File: src/rtl/nmi_pkg.sv
package nmi_pkg;
  localparam int unsigned NSRC = 5;

  localparam int unsigned SRC_PIN  = 0;
  localparam int unsigned SRC_OSC  = 1;
  localparam int unsigned SRC_WDT  = 2;
  localparam int unsigned SRC_VM1  = 3;
  localparam int unsigned SRC_VM2  = 4;

  typedef enum logic [1:0] {
    REG_ENABLE = 2'd0,
    REG_CLEAR  = 2'd1,
    REG_STATUS = 2'd2,
    REG_PINCFG = 2'd3
  } reg_addr_e;

  typedef struct packed {
    logic [1:0] sel;      // sample-period select
    logic       filt_en;  // noise filter on
    logic       rising;   // 1: rising edge, 0: falling edge
  } pincfg_t;

  // Sample period in clocks for each select code.
  function automatic int unsigned div_of(input logic [1:0] sel);
    case (sel)
      2'd0:    div_of = 1;
      2'd1:    div_of = 8;
      2'd2:    div_of = 32;
      default: div_of = 64;
    endcase
  endfunction
endpackage

File: src/rtl/nmi_pin_filter.sv
module nmi_pin_filter import nmi_pkg::*; #(
  parameter int unsigned MAX_DIV  = 64,
  parameter logic        IDLE_LVL = 1'b1
) (
  input  logic       clk,
  input  logic       rst_n,
  input  logic       pin,
  input  logic       en,
  input  logic [1:0] sel,
  input  logic       restart,
  output logic       lvl,
  output logic       tick
);
  localparam int unsigned CNT_W = (MAX_DIV > 1) ? $clog2(MAX_DIV) : 1;

  logic [CNT_W-1:0] cnt;
  logic [CNT_W-1:0] lim;
  logic [1:0]       hist;   // hist[0] newest sample
  logic             agree;

  assign lim   = CNT_W'(div_of(sel) - 1);
  assign tick  = en && !restart && (cnt == lim);
  assign agree = (pin == hist[0]) && (pin == hist[1]);

  always_ff @(posedge clk) begin
    if (!rst_n) begin
      cnt  <= '0;
      hist <= {2{IDLE_LVL}};
      lvl  <= IDLE_LVL;
    end else if (restart) begin
      cnt  <= '0;
      hist <= {2{lvl}};
    end else if (!en) begin
      cnt  <= '0;
      hist <= {2{pin}};
      lvl  <= pin;
    end else if (tick) begin
      cnt  <= '0;
      hist <= {hist[0], pin};
      if (agree) lvl <= pin;
    end else begin
      cnt <= cnt + 1'b1;
    end
  end

  // between sample ticks the filtered level does not move
  p_hold_between_ticks_r6: assert property (@(posedge clk) disable iff (!rst_n)
    (en && !tick) |=> $stable(lvl));
endmodule

File: src/rtl/nmi_edge_det.sv
module nmi_edge_det #(
  parameter logic IDLE_LVL = 1'b1
) (
  input  logic clk,
  input  logic rst_n,
  input  logic lvl,
  input  logic rising,
  input  logic hold,
  output logic hit
);
  logic prev;

  always_ff @(posedge clk) begin
    if (!rst_n) prev <= IDLE_LVL;
    else        prev <= lvl;   // reload from current level, also during hold
  end

  assign hit = !hold && (rising ? (lvl && !prev) : (!lvl && prev));

  // a reported edge always ends at the selected active level
  p_edge_dir_r5: assert property (@(posedge clk) disable iff (!rst_n)
    hit |-> (lvl == rising));
endmodule

File: src/rtl/nmi_status_bank.sv
module nmi_status_bank #(
  parameter int unsigned N = 5
) (
  input  logic         clk,
  input  logic         rst_n,
  input  logic [N-1:0] evt,
  input  logic [N-1:0] clr,
  output logic [N-1:0] st
);
  for (genvar i = 0; i < N; i++) begin : g_flag
    always_ff @(posedge clk) begin
      if (!rst_n)      st[i] <= 1'b0;
      else if (evt[i]) st[i] <= 1'b1;
      else if (clr[i]) st[i] <= 1'b0;
    end
  end

  // an event always leaves its flag set, even with a clear
  p_evt_wins_r10: assert property (@(posedge clk) disable iff (!rst_n)
    (|evt) |=> ((st & $past(evt)) == $past(evt)));
  // a clear without an event empties the flag
  p_clear_r4: assert property (@(posedge clk) disable iff (!rst_n)
    (|(clr & ~evt)) |=> ((st & $past(clr & ~evt)) == '0));
  // flags are sticky without a clear
  p_sticky_r1: assert property (@(posedge clk) disable iff (!rst_n)
    (clr == '0) |=> ((st & $past(st)) == $past(st)));
endmodule

File: src/rtl/nmi_aggr.sv
module nmi_aggr import nmi_pkg::*; #(
  parameter int unsigned MAX_DIV  = 64,
  parameter logic        IDLE_LVL = 1'b1
) (
  input  logic            clk,
  input  logic            rst_n,
  input  logic            pin_in,
  input  logic            osc_stop_evt,
  input  logic            wdt_err_evt,
  input  logic            vmon1_evt,
  input  logic            vmon2_evt,
  input  logic            cpu_ie,
  input  logic [3:0]      cpu_ipl,
  input  logic            wr_en,
  input  logic [1:0]      wr_addr,
  input  logic [NSRC-1:0] wr_data,
  input  logic [1:0]      rd_addr,
  output logic [NSRC-1:0] rd_data,
  output logic            nmi_req
);
  logic [NSRC-1:0] en_q;
  logic [NSRC-1:0] st_q;
  logic [NSRC-1:0] evt_vec;
  logic [NSRC-1:0] clr_vec;
  logic [NSRC-1:0] set_vec;
  pincfg_t         cfg_q;
  logic            cfg_wr, cfg_wr_q, cfg_wr_qq, cfg_hold;
  logic            filt_lvl, filt_tick, pin_evt;

  assign cfg_wr  = wr_en && (wr_addr == REG_PINCFG);
  assign set_vec = (wr_en && (wr_addr == REG_ENABLE)) ? wr_data : '0;
  assign clr_vec = (wr_en && (wr_addr == REG_CLEAR))  ? wr_data : '0;

  always_ff @(posedge clk) begin
    if (!rst_n) begin
      en_q      <= '0;
      cfg_q     <= '0;
      cfg_wr_q  <= 1'b0;
      cfg_wr_qq <= 1'b0;
    end else begin
      en_q      <= en_q | set_vec;
      cfg_wr_q  <= cfg_wr;
      cfg_wr_qq <= cfg_wr_q;
      if (cfg_wr) cfg_q <= pincfg_t'(wr_data[3:0]);
    end
  end

  assign cfg_hold = cfg_wr | cfg_wr_q | cfg_wr_qq;

  nmi_pin_filter #(.MAX_DIV(MAX_DIV), .IDLE_LVL(IDLE_LVL)) filt_i (
    .clk(clk), .rst_n(rst_n), .pin(pin_in), .en(cfg_q.filt_en),
    .sel(cfg_q.sel), .restart(cfg_wr), .lvl(filt_lvl), .tick(filt_tick));

  nmi_edge_det #(.IDLE_LVL(IDLE_LVL)) edge_i (
    .clk(clk), .rst_n(rst_n), .lvl(filt_lvl), .rising(cfg_q.rising),
    .hold(cfg_hold), .hit(pin_evt));

  always_comb begin
    evt_vec          = '0;
    evt_vec[SRC_PIN] = pin_evt;
    evt_vec[SRC_OSC] = osc_stop_evt;
    evt_vec[SRC_WDT] = wdt_err_evt;
    evt_vec[SRC_VM1] = vmon1_evt;
    evt_vec[SRC_VM2] = vmon2_evt;
  end

  nmi_status_bank #(.N(NSRC)) bank_i (
    .clk(clk), .rst_n(rst_n), .evt(evt_vec), .clr(clr_vec), .st(st_q));

  assign nmi_req = |(st_q & en_q);

  always_comb begin
    case (reg_addr_e'(rd_addr))
      REG_ENABLE: rd_data = en_q;
      REG_STATUS: rd_data = st_q;
      REG_PINCFG: rd_data = {1'b0, cfg_q};
      default:    rd_data = '0;
    endcase
  end

  // enable bits never fall once set
  p_enable_lock_r3: assert property (@(posedge clk) disable iff (!rst_n)
    1'b1 |=> ((en_q & $past(en_q)) == $past(en_q)));
  // nothing enabled, no request
  p_off_quiet_r2: assert property (@(posedge clk) disable iff (!rst_n)
    (en_q == '0) |-> !nmi_req);
  // masked CPU state cannot hold back a pending request
  p_mask_indep_r8: assert property (@(posedge clk) disable iff (!rst_n)
    (!cpu_ie && (cpu_ipl == 4'hF) && (|(st_q & en_q))) |-> nmi_req);
  // without a clear an active request persists
  p_req_persist_r9: assert property (@(posedge clk) disable iff (!rst_n)
    (nmi_req && (clr_vec == '0)) |=> nmi_req);
  // pin events stay quiet during a reconfiguration window
  p_cfg_quiet_r11: assert property (@(posedge clk) disable iff (!rst_n)
    cfg_hold |-> !pin_evt);
  // a filter tick only occurs with the filter on
  p_tick_needs_en_r6: assert property (@(posedge clk) disable iff (!rst_n)
    filt_tick |-> cfg_q.filt_en);
endmodule

File: config.mk
export PLATFORM = sky130hd
export DESIGN_NAME = nmi_aggr
export DESIGN_NICKNAME = d
export VERILOG_FILES = /design/src/rtl/nmi_pkg.sv /design/src/rtl/nmi_pin_filter.sv /design/src/rtl/nmi_edge_det.sv /design/src/rtl/nmi_status_bank.sv /design/src/rtl/nmi_aggr.sv
export SDC_FILE = /design/constraint.sdc
export NUM_CORES = 1
export LEC_CHECK = 0
export CAP_MARGIN = 5
export CORE_UTILIZATION = 30
export CTS_CLUSTER_SIZE = 40
export DETAILED_ROUTE_END_ITERATION = 8
export PLACE_DENSITY = 0.6
export SLEW_MARGIN = 40
export SYNTH_ARGS = -nofsm -noshare
export SYNTH_HDL_FRONTEND = slang
export SYNTH_SLANG_ARGS = --single-unit
File: constraint.sdc
create_clock -name clk -period 1.6 [get_ports clk]
set_input_delay 0.16 -clock clk [delete_from_list [all_inputs] [get_ports clk]]
set_output_delay 0.16 -clock clk [all_outputs]
set_load 0.03 [all_outputs]
# Yosys cells after proc, flatten, opt, wreduce, memory -nomap -nowiden
# Index checks and enable logic that the tools add are counted.
# Widths: inputs -> output; s select.
totals:
  reg_bits: 26
  latch_bits: 0
  mem_bits_rw: 0
  romBits: 0
  input_bits: 22
  mem_count: 0
classes:
  addsub: 2
  n_mul: 0
  n_div: 0
  magnitude_cmp: 0
  eq_ne: 12
  shift: 0
  n_mux: 21
  n_bitwise: 7
  n_reduce_logical: 24
ops:
  columns: ["operator", "count"]
  rows:
  - ["$pmux 6 s3", 1]
  - ["$pmux 5 s3", 1]
  - ["$mux 1", 14]
  - ["$mux 5", 2]
  - ["$reduce_bool 2->1", 5]
  - ["$logic_and 1x1->1", 9]
  - ["$eq 2x2->1 const B", 4]
  - ["$add 6x1->6 const B", 1]
  - ["$eq 6x6->1", 1]
  - ["$logic_not 2->1", 3]
  - ["$mux 2", 3]
  - ["$sub 6x1->6 const B", 1]
  - ["$and 5x5->5", 1]
  - ["$or 5x5->5", 1]
  - ["$reduce_or 5->1", 1]
  - ["$eq 2x1->1 const B", 2]
  - ["$logic_not 1->1", 4]
  - ["$ne 2x1->1 const B", 2]
  - ["$reduce_or 4->1", 1]
  - ["$ne 3x1->1 const B", 1]
  - ["$not 1->1", 3]
  - ["$reduce_and 3->1", 1]
  - ["$eq 1x1->1", 2]
  - ["$or 1x1->1", 2]

# Depth between registers and ports, before layout
# Gate-level depths: netlist (run 1).
depth:
  word_depth: 8
  ltp_mapped: 5
  ltp_nobuf: 4

# Cells and area by module
# From an unflattened synthesis (run 1), not the netlist that was laid out.
unflattened:
  hier_cells: 135
  area_unflattened_um2: 1355.0
by_module_without_submodules:
  columns: ["module", "instances", "cells_each", "area_per_inst_um2", "seq_area_each_um2"]
  rows:
  - ["nmi_pin_filter", 1, 60, 551.8, 180.2]
  - ["nmi_aggr", 1, 55, 549.3, 220.2]
  - ["nmi_status_bank", 1, 15, 206.4, 100.1]
  - ["nmi_edge_det", 1, 5, 47.5, 20.0]

# Worst setup path before layout (run 1)
# No wires, ideal clock.
synth_path:
  path_kind: "flip-flop to flip-flop"
  start: "register cfg_q[3] in the netlist's numbering"
  end: "register filt_i.hist[0]"
  arrival_time_ns: 1.498
  slack_ns: -0.019
  path_stages_with_launch: 5
  n_path_buf: 0
  period_less_slack_ns: 1.619
  cell_sequence: "dfxtp_1 > or4_4 > a22oi_4 > a31oi_4 > mux2_4"
synth_via:
  elab_chain_cells: 6
  word_cells_on_any_way: 8
  classes_between: "add/sub (1); eq/ne (4); mux (1); reduce/logical (2)"
synth_rtl:
  columns: ["item", "line", "text"]
  rows:
  - ["start, declared", "nmi_aggr.sv:26", "pincfg_t cfg_q;"]
  - ["start signal, assigned", "nmi_aggr.sv:44", "if (cfg_wr) cfg_q <= pincfg_t'(wr_data[3:0]);"]
  - ["$eq 2x2->1, or another cell as far along", "nmi_pkg.sv:25", "case (sel)"]
  - ["$pmux 6 s3 (*)", "nmi_pkg.sv:25", null]
  - ["$sub 6x1->6 (*)", "nmi_pin_filter.sv:21", "assign lim = CNT_W'(div_of(sel) - 1);"]
  - ["$eq 6x6->1 (*)", "nmi_pin_filter.sv:22", "assign tick = en && !restart && (cnt == lim);"]
  - ["$logic_and 1x1->1 (*)", "nmi_pin_filter.sv:22", null]
  - ["$ne 3x1->1 (no source line) (*)", null, null]
  - ["end signal, assigned", "nmi_pin_filter.sv:28", "hist <= {2{IDLE_LVL}};"]
  - ["end signal, assigned", "nmi_pin_filter.sv:32", "hist <= {2{lvl}};"]
  - ["end signal, assigned", "nmi_pin_filter.sv:35", "hist <= {2{pin}};"]
  - ["end, declared", "nmi_pin_filter.sv:18", "logic [1:0] hist;"]
# Every way passes the cells marked *; elsewhere a longest branch is shown, timed or not.
# A chain may end at the register's enable or synchronous reset.

# Worst setup path after layout (run 1)
layout_path:
  start: "register filt_i.cnt[0]"
  end: "register filt_i.hist[0]"
layout_via:
  elab_chain_cells: 3
layout_rtl:
  columns: ["item", "line", "text"]
  rows:
  - ["start, declared", "nmi_pin_filter.sv:16", "logic [CNT_W-1:0] cnt;"]
  - ["start signal, assigned", "nmi_pin_filter.sv:42", "cnt <= cnt + 1'b1;"]
  - ["$eq 6x6->1", "nmi_pin_filter.sv:22", null]
  - ["$logic_and 1x1->1", "nmi_pin_filter.sv:22", null]
  - ["$ne 3x1->1 (no source line)", null, null]
# No other way between the ends.

==> summary.txt, run 1 <==
Status
  • Status: complete, but fails checks
  • Failing checks: negative setup slack

Clocking
  • CTS buffer count: 3
  • Worst-path clk slew: 0.08 ns
  • Post-CTS Setup Bufs: 0
  • CTS tree: built
  • H-tree level count: 1
  • Max Buffers Root-to-Sink: 2
  • Clock Latency Late Sink: 0.26 ns
  • Clock Sinks: 26
  • Root Buffer: clkbuf_8

Floorplanning
  • Cell row count: 22
  • Die ar.: 4280 µm²
  • Initial Util: 32.0%
  • I/O pin count: 28
  • Core Area: 3770 µm²
  • Die width: 65.4 µm
  • Die height: 65.4 µm

Place
  • Placed cells: 223
  • DP HPWL: 2.14 mm
  • Pre-CTS setup slack: -0.339 ns
  • PortBufs: 22
  • Global placer's final weighted congestion: 0.739

Timing
  • Slew HR: 76.3%
  • Worst Skew: 0.00150 ns
  • Fin worst setup slack: -0.00164 ns
  • Slew of the pin with the lowest slew margin: 0.347 ns
  • Setup violations, final: 1
  • Min Hold Slack: 0.465 ns
  • Slew Viols, Final: 0
  • Fin crit share: 100%
  • Max Freq: 0.624 GHz
  • Setup repair after global routing missed its margin: true
  • Final worst path period need: 1.60 ns
  • Endpoints failing hold: 0

Global routing
  • Total GRT Usage: 14.8%
  • Vias in the first global route: 1112
  • Largest net degree at the start of global routing: 15
  • Overflow left after global routing: 0
  • Initial antenna violation count: 0
  • First-pass GRT wire length: 4.94 mm

Synthesis
  • Synthesized net count: 157
  • Adder-cell share of the synthesized area: 1.04%
  • FF+latch count, synth: 26
  • Largest family of logic cells by synthesized area: simple AND/OR/NAND/NOR gates
  • Cells after synthesis: 134
  • Yosys warns: 0
  • Leading area contributor after synthesis: dfxtp_1
  • Synth Area in Simple Gates: 23.0%
  • Top-area cell type share of the netlist area: 43.1%
  • Synth Area in XOR/XNOR: 2.90%
  • Count of different cell masters after synthesis: 38
  • Main area contributors after synthesis: dfxtp_1 43%, nor2_1 6.2%, nand2_1 5.6%, a21oi_1 5.4%, mux2_2 4.7%
  • Synth Area per Inst: 9.01 µm²
  • Mux share of post-synthesis cell area: 7.98%
  • Mapped Area: 1210 µm²
  • Area fraction in compound gates after synthesis: 20.7%
  • Register area share after synthesis: 43.1%

Layout
  • Most common cell after layout, fill and taps aside: buf_4
  • Fillers: 362
  • Antenna fix cells: 0
  • Most frequent cells in the layout: 25 x buf_4, 24 x dfxtp_1, 20 x nor2_1
  • Register area: 523 µm²
  • Layout cells sized above 1: 25.8%
  • Nets: 203
  • Multi-input gate area: 676 µm²
  • Final non-filler cell total: 226
  • Fin util: 44.5%
  • Area Growth Syn to Fin: 39.0%

Drt
  • DR WL/cell: 12.1 µm
  • Number of routed nets with antenna violations: 0
  • Wire length on met3: 123 µm
  • Drc violations: 0
  • Drt pass-1 iters: 4
  • WL met1: 1.36 mm
  • Iter 0 DRT Violations: 34
  • DR vias/cell: 4.88
  • Final Routed Wirelength: 2.73 mm
  • Max layer used: met4
  • DR WL met2: 1.20 mm
  • Vias: 1104

Worst setup path
  • CP required: 1.76 ns
  • Reg2reg start: filt_i.cnt[0]
  • RR Endpoint: filt_i.hist[0]
  • Setup CP Type: reg -> reg
  • CP Launch Type: flip-flop
  • R2R setup slack: -0.002 ns
  • Crit Path Max Fanout: 3
  • Worst Path Arrival: 1.76 ns
  • Reg2Reg Depth: 4
  • Crit. End Element: flip-flop

Flow run
  • Max Cap Violations: 0

Power
  • VDD IR max: 0.371 mV
  • Overall power: 1270 µW
  • Leak: 0.000676 µW
  • Power density over the cells: 755 nW/µm²

Hold path
  • Hold_sp: cfg_wr_q
  • Hold Crit Endpoint: cfg_wr_qq
  • Hold/Removal Path Class: reg -> reg
  • Hold depth: 1
==> synthesized netlist by cell type, drive strengths merged <==
cell     count
xor2         2
nand3        6
a21oi       13
xnor2        2
a22o         4
o21ai        1
nand2b       4
nand4        1
dfxtp       26
a21boi       2
nand3b       1
ha           1
o21bai       1
nor3b        1
o21a         2
or3          1
inv          1
mux2         7
mux2i        1
a21o         1
nor4         1
clkbuf       3
or4          1
a2111oi      1
nor2b        1
and3         2
a41o         1
a311o        1
nand2       18
nor2        20
and3b        1
a31oi        1
a22oi        2
a222oi       1
o211ai       1
and2         1
==> metal layers <==
| layer | track usage (%) | up-vias |
|---|---|---|
| li1 | - | 569 |
| met1 | 20.4 | 497 |
| met2 | 22.2 | 33 |
| met3 | 3.30 | 5 |
| met4 | 5.98 | 0 |
| met5 | 0 | - |
==> worst max path at each step <==
stage,from,end
CTS,filt_i.cnt[0],filt_i.hist[0]
global route,filt_i.cnt[0],filt_i.hist[0]
floorplan,cfg_q[3],filt_i.hist[0]
detailed placement,rd_addr[0],rd_data[1]
global placement,rd_addr[0],rd_data[1]
finish,filt_i.cnt[0],filt_i.hist[0]
==> logic make-up after synthesis <==
group	Yosys count
AOI/OAI and AO/OA	32
xor gates and xnor gates	4
adders and majority gates	1
buffers and inverters	4
DFF	26
muxes	8
and+or+nand+nor	59
==> worst max-delay path, cell delays in order, from the launching register on <==
cell and delay [ns]:
dfxtp_2 0.33, or4_4 0.53, a22oi_4 0.19, a31oi_4 0.14, mux2_4 0.31
==> where the power goes <==
group	switching, µW	internal, µW
registers	20.4	673
clock network	192	169
logic	92.2	121
total	305	962
==> stage by stage <==
stage / cell area (µm²) / TNS [ns]
4_1_cts: 1680 / -0.00851
3_3_place_gp: 1630 / -0.453
6_report: 1680 / -0.00164
5_1_grt: 1680 / -0.117
3_5_place_dp: 1630 / -0.508
2_1_floorplan: 1210 / 0
==> cell type report <==
cell class	instances	area share, %
Multi-Input combinational cell	104	40.3
Tap cell	48	3.58
Sequential cell	26	31.2
Clock buffer	3	2.46
Inverter	1	0.224
Timing Repair Buffer	44	22.3
==> registers in the layout (all words and copies together), names as in the netlist <==
signal	cells
filt_i.lvl	1
filt_i.hist	2
cfg_q	4
filt_i.cnt	6
bank_i.st	5
cfg_wr_qq	1
cfg_wr_q	1
edge_i.prev	1
en_q	5
==> timing repair <==
action | in CTS | in global routing
pin swaps | 3 | 0
endpoints found under the setup margin | 8 | 4
resized for setup | 8 | 3
hold buffers | 0 | 0
Power figures use the tool's default switching activity.
==> run 2: changes to the inputs <==
CTS_BUF_LIST = sky130_fd_sc_hd__clkbuf_16   (was not set)
==> summary.txt, run 2 (synthesized netlist as in run 1, its figures left out) <==
Worst setup path
  • Reg2Reg Depth: 4 (unchanged)
  • WP depth: 4 (unchanged)
  • CP Launch Type: flip-flop
  • Crit. End Element: flip-flop
  • CP max stage delay: 0.54 ns (about the same)
  • R2R setup slack: -0.0003 ns (about the same)
  • Reg2reg start: filt_i.cnt[0]
  • Crit Path Max Fanout: 3 (unchanged)
  • Delay-heaviest family, CP: simple AND/OR/NAND/NOR gates
  • Worst path bufs/invs: 0 (unchanged)
  • Worst setup path start: filt_i.cnt[0]
  • CP required: 1.75 ns (about the same)
  • Crit path capture: filt_i.hist[0]
  • CP Cell Sequence: or4_4 > a22oi_4 > a31oi_4 > mux2_4
  • Setup CP Type: reg -> reg
  • Worst Path Arrival: 1.75 ns (about the same)
  • CP max-delay cell: or4_4
  • RR Endpoint: filt_i.hist[0]

Drt
  • Vias: 1102 (-0.18%)
  • Drc violations: 0 (unchanged)
  • DR vias/cell: 4.88 (-0.18%)
  • Iter 0 DRT Violations: 33 (-2.9%)
  • DR WL/cell: 12.1 µm (+0.40%)
  • Number of routed nets with antenna violations: 0 (unchanged)
  • Final Routed Wirelength: 2.74 mm (+0.40%)
  • Drt pass-1 iters: 4 (unchanged)

Place
  • DP HPWL: 2.14 mm (unchanged)
  • Pre-CTS setup slack: -0.339 ns (unchanged)
  • Global placer's final weighted congestion: 0.739 (unchanged)
  • PortBufs: 22 (unchanged)

Power
  • Leak: 0.000692 µW (+2.4%)
  • VDD IR max: 0.410 mV (+11%)
  • Overall power: 1450 µW (+14%)
  • Power density over the cells: 847 nW/µm² (+12%)

Timing
  • Endpoints failing hold: 0 (unchanged)
  • Slew Viols, Final: 0 (unchanged)
  • Setup violations, final: 1 (unchanged)
  • Total negative slack: -0.000284 ns (+0.00135 ns)
  • Worst Skew: 0.00108 ns (-0.000417 ns)
  • Slew HR: 76.3% (about the same)
  • Fin crit share: 100% (about the same)
  • Setup repair after global routing missed its margin: true
  • Slew of the pin with the lowest slew margin: 0.347 ns (+0.00000131 ns)
  • Max Freq: 0.625 GHz (about the same)
  • Final worst path period need: 1.60 ns (-0.00135 ns)
  • Fin worst setup slack: -0.000284 ns (+0.00135 ns)
  • Min Hold Slack: 0.459 ns (-0.00636 ns)

Global routing
  • Vias in the first global route: 1106 (-0.54%)
  • Initial antenna violation count: 0 (unchanged)
  • First-pass GRT wire length: 4.97 mm (+0.69%)
  • Total GRT Usage: 14.7% (-0.10 points)
  • Overflow left after global routing: 0 (unchanged)
  • Largest net degree at the start of global routing: 15 (unchanged)

Floorplanning
  • Die width: 65.4 µm (unchanged)
  • Core Area: 3770 µm² (unchanged)
  • Cell row count: 22 (unchanged)
  • Initial Util: 32.0% (unchanged)
  • Die ar.: 4280 µm² (unchanged)
  • Die height: 65.4 µm (unchanged)
  • I/O pin count: 28 (unchanged)

Layout
  • Most frequent cells in the layout: 25 x buf_4, 24 x dfxtp_1, 20 x nor2_1
  • Area Growth Syn to Fin: 41.2%
  • Layout cells sized above 1: 25.8% (unchanged)
  • Antenna fix cells: 0 (unchanged)
  • Fillers: 355 (-1.9%)
  • Fin util: 45.2% (+0.73 points)
  • Most flops, register: filt_i.cnt
  • Regs by FF count: filt_i.cnt: 6 flops, bank_i.st: 5 flops, en_q: 5 flops
  • Nets: 203 (unchanged)
  • Most common cell after layout, fill and taps aside: buf_4
  • Max FFs per register: 6 (unchanged)

Hold path
  • Hold/Removal Path Class: reg -> reg

Clocking
  • Clock Latency Late Sink: 0.26 ns (about the same)
  • CTS buffer count: 3 (unchanged)
  • Clock Sinks: 26 (unchanged)
  • Max Buffers Root-to-Sink: 2 (unchanged)
  • H-tree level count: 1 (unchanged)
  • Root Buffer: clkbuf_16
  • CTS tree: built
  • Worst-path clk slew: 0.06 ns (-0.02 ns)

Status
  • Failing checks: negative setup slack
  • Status: complete, but fails checks

Flow run
  • Max Cap Violations: 0 (unchanged)
-- run 2: cell types whose count changed in the layout (fill, tap and decap cells not counted) --
cell | previous run | this run
clkbuf_8 | 3 | 0
clkbuf_2 | 1 | 2
clkdlybuf4s15_2 | 1 | 0
clkbuf_16 | 0 | 3
-- run 2: worst reg2reg max path, delay by kind of cell (launching register included) --
kind            cells  cell delay, ns
compound gates      2            0.33
flops               1            0.32
mux                 1            0.31
simple gates        1            0.54
-- run 2: metrics by stage --
stage	instance area, µm²	std cells
finish	1710	226
global route	1710	226
detailed placement	1630	223
CTS	1710	226
floorplan	1210	134
global placement	1630	223
-- run 2: power by group --
group | internal [µW] | switching, µW | leakage (µW)
Clock | 331 | 208 | 0.0000370
Sequential | 674 | 20.4 | 0.000214
Combinational | 120 | 92.2 | 0.000442
Total | 1120 | 321 | 0.000692
-- run 2: per-layer routing --
layer	share of wire, %	GRT usage, %	vias up
met2	45	22.7	28
li1	-	-	569
met1	50	20.5	503
met3	4.3	3.13	2
met5	0	0	-
met4	0.69	4.08	0
-- run 2: worst min-delay path by stage --
| stage | start | end | slack [ns] | cells after the start |
|---|---|---|---|---|
| after floorplan | osc_stop_evt | bank_i.st[1] | 0.28 | 2 |
| after global placement | cfg_wr_q | cfg_wr_qq | 0.43 | 1 |
| after detailed placement | cfg_wr_q | cfg_wr_qq | 0.46 | 1 |
| after CTS | cfg_wr_q | cfg_wr_qq | 0.46 | 1 |
| after global routing | cfg_wr_q | cfg_wr_qq | 0.49 | 1 |
| final | cfg_wr_q | cfg_wr_qq | 0.46 | 1 |
-- run 2: cell type report --
| type | instances | area [µm²] | area share [%] |
|---|---|---|---|
| tap | 48 | 60.1 | 3.52 |
| multi-input combinational | 104 | 676 | 39.6 |
| clock buffer | 3 | 75.1 | 4.40 |
| sequential | 26 | 523 | 30.7 |
| timing repair buffer | 44 | 368 | 21.6 |
| inverter | 1 | 3.75 | 0.220 |
-- run 2: timing repair --
action / in CTS / in global routing
buffers inserted: 0 / 0
resized for setup: 6 / 5
pin swaps: 3 / 0
gates cloned: 0 / 0
hold buffers: 0 / 0
setup endpoints to repair: 8 / 5
==> run 3: changes to the inputs <==
REMOVE_ABC_BUFFERS = 1   (was not set)
==> summary.txt, run 3 (synthesized netlist as in run 1, its figures left out) <==
Status
  • Status: complete, but fails checks
  • Failing checks: negative setup slack

Floorplanning
  • Die ar.: 4280 µm² (unchanged)
  • Initial Util: 32.0% (unchanged)
  • Cell row count: 22 (unchanged)
  • I/O pin count: 28 (unchanged)
  • Die height: 65.4 µm (unchanged)
  • Core Area: 3770 µm² (unchanged)
  • Die width: 65.4 µm (unchanged)

Layout
  • Most frequent cells in the layout: 25 x dfxtp_1, 22 x buf_4, 20 x nor2_1
  • Antenna fix cells: 0 (unchanged)
  • Regs by FF count: filt_i.cnt: 6 flops, bank_i.st: 5 flops, en_q: 5 flops
  • Layout cells sized above 1: 23.9% (-2.0 points)
  • Most flops, register: filt_i.cnt
  • Register area: 522 µm² (-0.24%)
  • Multi-input gate area: 676 µm² (unchanged)
  • Fillers: 361 (+1.7%)
  • Max FFs per register: 6 (unchanged)
  • Nets: 200 (-1.5%)
  • Final non-filler cell total: 224 (-0.88%)
  • Area Growth Syn to Fin: 39.6%
  • Most common cell after layout, fill and taps aside: dfxtp_1
  • Fin area: 1690 µm² (-1.2%)

Worst setup path
  • Reg2Reg Depth: 4 (unchanged)
  • Worst Path Arrival: 1.76 ns (about the same)
  • Crit Path Max Fanout: 3 (unchanged)
  • CP max-delay cell: or4_4
  • Setup CP Type: reg -> reg
  • R2R setup slack: -0.01 ns (about the same)
  • CP max stage delay: 0.54 ns (about the same)
  • Crit. End Element: flip-flop
  • CP required: 1.75 ns (about the same)
  • CP Cell Sequence: or4_4 > a22oi_4 > a31oi_4 > mux2_4
  • CP Launch Type: flip-flop

Hold path
  • Hold depth: 1 (unchanged)
  • Hold/Removal Path Class: reg -> reg

Power
  • VDD IR max: 0.421 mV (+2.7%)
  • Leak: 0.000679 µW (-2.0%)
  • Power density over the cells: 867 nW/µm² (+2.3%)
  • Overall power: 1460 µW (+1.1%)

Timing
  • Fin crit share: 101% (+0.67 points)
  • Slew HR: 67.6% (-8.6 points)
  • Setup violations, final: 2 (+1)
  • Setup repair after global routing missed its margin: true
  • Max Freq: 0.621 GHz (-0.67%)
  • Slew of the pin with the lowest slew margin: 0.473 ns (+0.126 ns)
  • Slew Viols, Final: 0 (unchanged)
  • Worst Skew: 0.00234 ns (+0.00125 ns)
  • Endpoints failing hold: 0 (unchanged)
  • Fin worst setup slack: -0.0110 ns (-0.0108 ns)
  • Final worst path period need: 1.61 ns (+0.0108 ns)

Global routing
  • Total GRT Usage: 14.7% (-0.067 points)
  • Overflow left after global routing: 0 (unchanged)
  • Largest net degree at the start of global routing: 15 (unchanged)
  • First-pass GRT wire length: 4.78 mm (-3.9%)
  • Vias in the first global route: 1083 (-2.1%)
  • Initial antenna violation count: 0 (unchanged)

Place
  • DP HPWL: 2.17 mm (+1.4%)
  • Global placer's final weighted congestion: 0.726 (-1.8%)
  • Pre-CTS setup slack: -0.381 ns (-0.0418 ns)
  • Placed cells: 220 (-1.3%)
  • PortBufs: 22 (unchanged)
  • Dpl cell area: 1610 µm² (-1.4%)

Drt
  • DR WL/cell: 12.6 µm (+3.5%)
  • Final Routed Wirelength: 2.81 mm (+2.6%)
  • Drc violations: 0 (unchanged)
  • Vias: 1095 (-0.64%)
  • Iter 0 DRT Violations: 44 (+33%)
  • DR vias/cell: 4.89 (+0.25%)
  • Drt pass-1 iters: 4 (unchanged)
  • Number of routed nets with antenna violations: 0 (unchanged)

Clocking
  • Root Buffer: clkbuf_16
  • Worst-path clk slew: 0.06 ns (about the same)
  • Hold Buf Count CTS: 0 (unchanged)
  • Clock Sinks: 26 (unchanged)
  • CTS buffer count: 3 (unchanged)
  • Max Buffers Root-to-Sink: 2 (unchanged)
  • CTS tree: built
  • H-tree level count: 1 (unchanged)
  • Clock Latency Late Sink: 0.26 ns (about the same)
  • Post-CTS Setup Bufs: 0 (unchanged)

Flow run
  • Max Cap Violations: 0 (unchanged)
run 3: worst max-delay path, delay by kind of cell, from the launching register on:
kind | cells | cell delay [ns]
DFF | 1 | 0.31
and+or+nand+nor | 1 | 0.54
AOI/OAI and AO/OA | 2 | 0.34
muxes | 1 | 0.32
run 3: path summary, 6_finish.rpt:
path | end | start
setup / recovery | filt_i.hist[0] | filt_i.cnt[0]
hold / removal | cfg_wr_qq | cfg_wr_q
setup reg to reg | filt_i.hist[0] | filt_i.cnt[0]
hold reg to reg | cfg_wr_qq | cfg_wr_q
run 3: per-layer routing:
layer | GRT usage (%) | vias up | share of wire [%]
met5 | 0 | - | 0
met1 | 18.0 | 495 | 48
li1 | - | 571 | -
met2 | 24.6 | 24 | 47
met4 | 5.71 | 0 | 1.6
met3 | 3.30 | 5 | 4.1
run 3: timing repair:
| action | 4_1_cts | 5_1_grt |
|---|---|---|
| endpoints found under the hold margin | 0 | 0 |
| cloned | 0 | 0 |
| resized for setup | 6 | 4 |
| endpoints found under the setup margin | 13 | 8 |
| pin swaps | 3 | 6 |
run 3: area by class of cell:
class | count | area share [%]
sequential | 26 | 31.0
tap | 48 | 3.56
clock inverter | 1 | 0.223
clock buffer | 3 | 4.45
inverter | 1 | 0.223
timing repair buffer | 41 | 20.5
multi-input combinational | 104 | 40.1
run 3: stage by stage:
stage / setup TNS (ns) / utilization (%) / hold slack, ns
2_1_floorplan: -0.0376 / - / 0.233
3_3_place_gp: -0.540 / 42.7 / 0.434
3_5_place_dp: -0.717 / 42.7 / 0.459
4_1_cts: -0.0166 / 44.9 / 0.475
5_1_grt: -0.108 / 44.7 / 0.503
6_report: -0.0144 / 44.7 / 0.469
run 3: where the power goes:
part / leakage (µW) / switching [µW] / total (µW) / internal, µW
registers: 0.000213 / 20.2 / 694 / 674
clock network: 0.0000385 / 223 / 557 / 335
logic: 0.000427 / 93.7 / 210 / 117
